**src/rtl/div_pkg.sv**
```systemverilog
package div_pkg;
   typedef enum logic {
      LEN_SHORT = 1'b0,
      LEN_LONG  = 1'b1
   } len_e;

   localparam int unsigned NUM_LENGTHS = 2;
endpackage

```
**src/rtl/div_counter.sv**
```systemverilog
module div_counter
   import div_pkg::*;
#(
   parameter int unsigned SHORT_W = 13,
   parameter int unsigned LONG_W  = 14
) (
   input  logic clk,
   input  logic rst_n,
   input  logic run_i,
   input  logic tick_i,
   input  logic len_sel_i,
   output logic wrap_o
);
   localparam logic [LONG_W-1:0] ONE  = LONG_W'(1);
   localparam logic [LONG_W-1:0] ZERO = '0;

   initial begin
      assert (SHORT_W >= 2) else $error("SHORT_W must be at least 2");
      assert (LONG_W > SHORT_W) else $error("LONG_W must exceed SHORT_W");
   end

   logic [LONG_W-1:0]      cnt_q;
   logic [NUM_LENGTHS-1:0] full;
   logic                   step;
   logic                   at_end;

   for (genvar m = 0; m < NUM_LENGTHS; m++) begin : g_len
      localparam int unsigned W = (m == 0) ? SHORT_W : LONG_W;
      assign full[m] = &cnt_q[W-1:0];
   end

   assign step   = run_i & tick_i;
   assign at_end = (len_e'(len_sel_i) == LEN_LONG) ? full[1] : full[0];
   assign wrap_o = step & at_end;

   always_ff @(posedge clk or negedge rst_n) begin
      if (!rst_n)      cnt_q <= ZERO;
      else if (!run_i) cnt_q <= ZERO;
      else if (wrap_o) cnt_q <= ZERO;
      else if (step)   cnt_q <= cnt_q + ONE;
   end


   hold_zero_chk: assert property (@(posedge clk) disable iff (!rst_n)
      !run_i |=> (cnt_q == ZERO));

   no_tick_stable_chk: assert property (@(posedge clk) disable iff (!rst_n)
      (run_i && !tick_i) |=> $stable(cnt_q));

   wrap_zero_chk: assert property (@(posedge clk) disable iff (!rst_n)
      wrap_o |=> (cnt_q == ZERO));

   advance_chk: assert property (@(posedge clk) disable iff (!rst_n)
      (step && !wrap_o) |=> (cnt_q == $past(cnt_q) + ONE));
endmodule

```
**src/rtl/div_flag.sv**
```systemverilog
module div_flag (
   input  logic clk,
   input  logic rst_n,
   input  logic set_i,
   input  logic sw_clr_i,
   input  logic svc_ack_i,
   output logic flag_o
);
   logic clr;
   assign clr = sw_clr_i | svc_ack_i;

   always_ff @(posedge clk or negedge rst_n) begin
      if (!rst_n)     flag_o <= 1'b0;
      else if (set_i) flag_o <= 1'b1;
      else if (clr)   flag_o <= 1'b0;
   end


   set_wins_chk: assert property (@(posedge clk) disable iff (!rst_n)
      set_i |=> flag_o);

   clear_chk: assert property (@(posedge clk) disable iff (!rst_n)
      (clr && !set_i) |=> !flag_o);

   sticky_chk: assert property (@(posedge clk) disable iff (!rst_n)
      (!clr && !set_i) |=> $stable(flag_o));
endmodule

```
**src/rtl/per_irq_divider.sv**
```systemverilog
module per_irq_divider #(
   parameter int unsigned SHORT_W = 13,
   parameter int unsigned LONG_W  = 14
) (
   input  logic clk,
   input  logic rst_n,
   input  logic tick_i,
   input  logic len_sel_i,
   input  logic run_i,
   input  logic sw_clr_i,
   input  logic svc_ack_i,
   output logic irq_flag_o,
   output logic irq_req_o
);
   logic wrap;

   div_counter #(
      .SHORT_W (SHORT_W),
      .LONG_W  (LONG_W)
   ) cnt_i (
      .clk       (clk),
      .rst_n     (rst_n),
      .run_i     (run_i),
      .tick_i    (tick_i),
      .len_sel_i (len_sel_i),
      .wrap_o    (wrap)
   );

   div_flag flag_i (
      .clk       (clk),
      .rst_n     (rst_n),
      .set_i     (wrap),
      .sw_clr_i  (sw_clr_i),
      .svc_ack_i (svc_ack_i),
      .flag_o    (irq_flag_o)
   );

   assign irq_req_o = irq_flag_o;


   ack_clear_chk: assert property (@(posedge clk) disable iff (!rst_n)
      (svc_ack_i && !wrap) |=> !irq_flag_o);

   req_level_chk: assert property (@(posedge clk) disable iff (!rst_n)
      irq_req_o == irq_flag_o);
endmodule

```
**config.mk**
```make
export PLATFORM = sky130hd
export DESIGN_NAME = per_irq_divider
export DESIGN_NICKNAME = d
export VERILOG_FILES = /design/src/rtl/div_pkg.sv /design/src/rtl/div_counter.sv /design/src/rtl/div_flag.sv /design/src/rtl/per_irq_divider.sv
export SDC_FILE = /design/constraint.sdc
export NUM_CORES = 1
export LEC_CHECK = 0
export ABC_AREA = 1
export CAP_MARGIN = 10
export CORE_MARGIN = 5
export CORE_UTILIZATION = 25
export CTS_BUF_LIST = sky130_fd_sc_hd__clkbuf_16
export CTS_CLUSTER_DIAMETER = 120
export DETAILED_ROUTE_END_ITERATION = 10
export SYNTH_ARGS = -nofsm -noshare
export SYNTH_HDL_FRONTEND = slang
export SYNTH_SLANG_ARGS = --single-unit
export TNS_END_PERCENT = 100
```
**constraint.sdc**
```tcl
create_clock -name clk -period 1.8 [get_ports clk]
set_input_delay 0.18 -clock clk [delete_from_list [all_inputs] [get_ports clk]]
set_output_delay 0.18 -clock clk [all_outputs]
set_load 0.05 [all_outputs]
```
==> metrics.txt <==
EDFF count, synth 0; Final WS setup 0.2168 ns; Clock Latency Late Sink 0.24 ns; ys async rst share 100.0%; Reg power frac between 40% and 50%; Setup Skew 0.0009062 ns; crit path max fanout 3; syn_nets 144; PortBufs 8; CTS Sinks 15; crit end category primary output; Die Y 70.74 µm; main combinational cell family by area after synthesis simple AND/OR/NAND/NOR gates; Finished Cell Area between 1000 and 1500 µm²; Avg Cell Area, Syn 6.780 µm²; max-slew violations 0; H-tree levels 1; DP HPWL 1499 µm; Clock Tree Root clkbuf_16; Placed Area 1055 µm²; Post-Synth XOR/XNOR Area 2.849%; Top FF cell, synth dfrtp_1; multiplexer share of the synthesized area 0%; Starting DRT DRC Count 67; TritonCTS clock tree built; worst path bufs/invs 1; Ys Warns 0; Compound-Gate Fraction of Synth Area 8.820%; number of max-cap violations 0; Post-Syn Area 922.1 µm²; FP Rows 22; placed cells 191; Sw Ratio between 20 and 25%; DRC viols 0; Syn Inst Count 136; ratio of cells with drive above 1 in the final layout 6.122%; P per Cell Area 782.0 nW/µm²; global route total overflow 0; Synth top cells by count nand2_1 (54), dfrtp_1 (15), inv_1 (15), nor2_1 (15), o21ai_0 (10); Worst Hold Class input pin to asynchronous set/reset pin; worst endpoint required time 1.62 ns; delay of the slowest critical-path stage 0.81 ns; Worst-path clk slew 0.05 ns; initial antenna violation count 0; final hold vios 0; status finished, final reports clean; I/O pins 9; # Post-CTS Setup Buffers 0; #FFs+latches synth 15; drt first pass iters 4; CTS buffer count 3; Die ar. roughly 5000 µm²; Max-slew headroom 67.02%; Finished Layout Cells 195; Synth Area in Adders 1.357%; LEAKAGE 0.4986 nW; Critical-path top delay cell clkdlybuf4s50_1; pre-CTS WS a little over 0.3 ns; chip width 70.74 µm; Synth Area in Simple Gates 37.72%; Final GP Congestion 0.8352; vias per cell 4.313; FMAX 631.6 MHz; Antenna Nets Post-Route 0; vias in the first global route 822; WS Path Type flip-flop to primary output; Yosys cell types 20; Detailed Route WL 1967 µm; Layout area overhead 22.93%; Tightest Pin Transition around 0.49 ns; part of the power in the clock network roughly half; Final Cycle Share 87.96%; final hold slack ~0.25 ns; global-route wire length before repair 3560 µm; power consumption 0.8865 mW; final setup vio count 0; Synth area leader dfrtp_1; CP startpoint kind flip-flop; Largest delay share family, worst path buffers and inverters; largest net degree at the start of global routing 16; Starting Density 25.57%; final core occ 31.44%; clock buffer depth 2; synth top area cells dfrtp_1 (41%), nand2_1 (22%), inv_1 (6.1%); drt wl/cell 10.09 µm; Sum Neg Setup Slack 0 ns; Inserted Diodes 0; Int Power 0.6863 mW; hold buffer count at cts 0; RSZ-0062 raised after global routing no; final net count 156; post-cts resize count 0; fin crit period 1.583 ns; All-Layer GR Usage just under 9%; core box area 3606 µm²; crit-path cells clkdlybuf4s50_1; Synth top area share 40.71%; total number of vias 841; P_sw ~0.20 mW; Gate power share 9.7%; CP arrival between 1 and 1.5 ns; sequential cell area fraction in the yosys report 40.71%; most frequent cell after synthesis nand2_1; VDD IR max 0.2622 mV
cells by family after synthesis:
family / count (synthesis)
simple gates: 85
buf+inv: 18
flops: 15
compound gates: 14
xor+xnor: 3
fa+ha+maj: 1
final cells by class:
class                      count  area, µm²
sequential                    15      375.4
fill                         383       2472
timing repair buffer          10      95.09
clock buffer                   3      75.07
multi-input combinational    103      467.9
tap                           48      60.06
inverter                      15      56.30
clock inverter                 1      3.754
per-layer routing:
metal | vias to the layer above | wire (µm) | global-route usage [%]
li1 | 444 | - | -
met5 | - | 0 | 0
met1 | 370 | 891 | 11.03
met2 | 21 | 892 | 13.90
met4 | 0 | 48 | 4.384
met3 | 6 | 135 | 2.841
power by group through the flow:
stage                     registers [mW]  logic [mW]  clock network [mW]
final                              0.374      0.0862               0.427
after detailed placement           0.378      0.0885                   0
after CTS                          0.373      0.0884               0.435
after global placement             0.377      0.0903                   0
after global routing               0.376       0.100               0.446
after floorplan                    0.375      0.0514                   0
placed cells by master, fill, tap and decap left out:
cell / instances
inv_1: 16
clkdlybuf4s50_1: 8
nor2_2: 2
o21ai_0: 10
ha_1: 1
xnor2_1: 2
o21ai_4: 1
nand4_1: 2
clkbuf_16: 3
nand2_1: 54
a21oi_1: 2
nand3_1: 8
dfrtp_1: 15
o21ai_1: 1
buf_4: 2
nand2_2: 1
nand3b_1: 1
xor2_1: 1
nor3_1: 2
nor2_1: 15
registers in the layout, summed over array words and instances, names as in the netlist:
signal,count
flag_i.flag_o,1
cnt_i.cnt_q,14
worst paths after layout:
kind	startpoint	end	slack, ns	cells past startpoint
setup / recovery	flag_i.flag_o	irq_flag_o	0.22	1
hold reg to reg	flag_i.flag_o	flag_i.flag_o	0.50	2
max in group asynchronous	rst_n	cnt_i.cnt_q[2]	1.37	2
min in group clk	flag_i.flag_o	flag_i.flag_o	0.50	2
hold / removal	rst_n	cnt_i.cnt_q[5]	0.25	2
setup reg to reg	cnt_i.cnt_q[0]	cnt_i.cnt_q[13]	0.30	8
No activity file was read; power rests on OpenSTA's default activity.
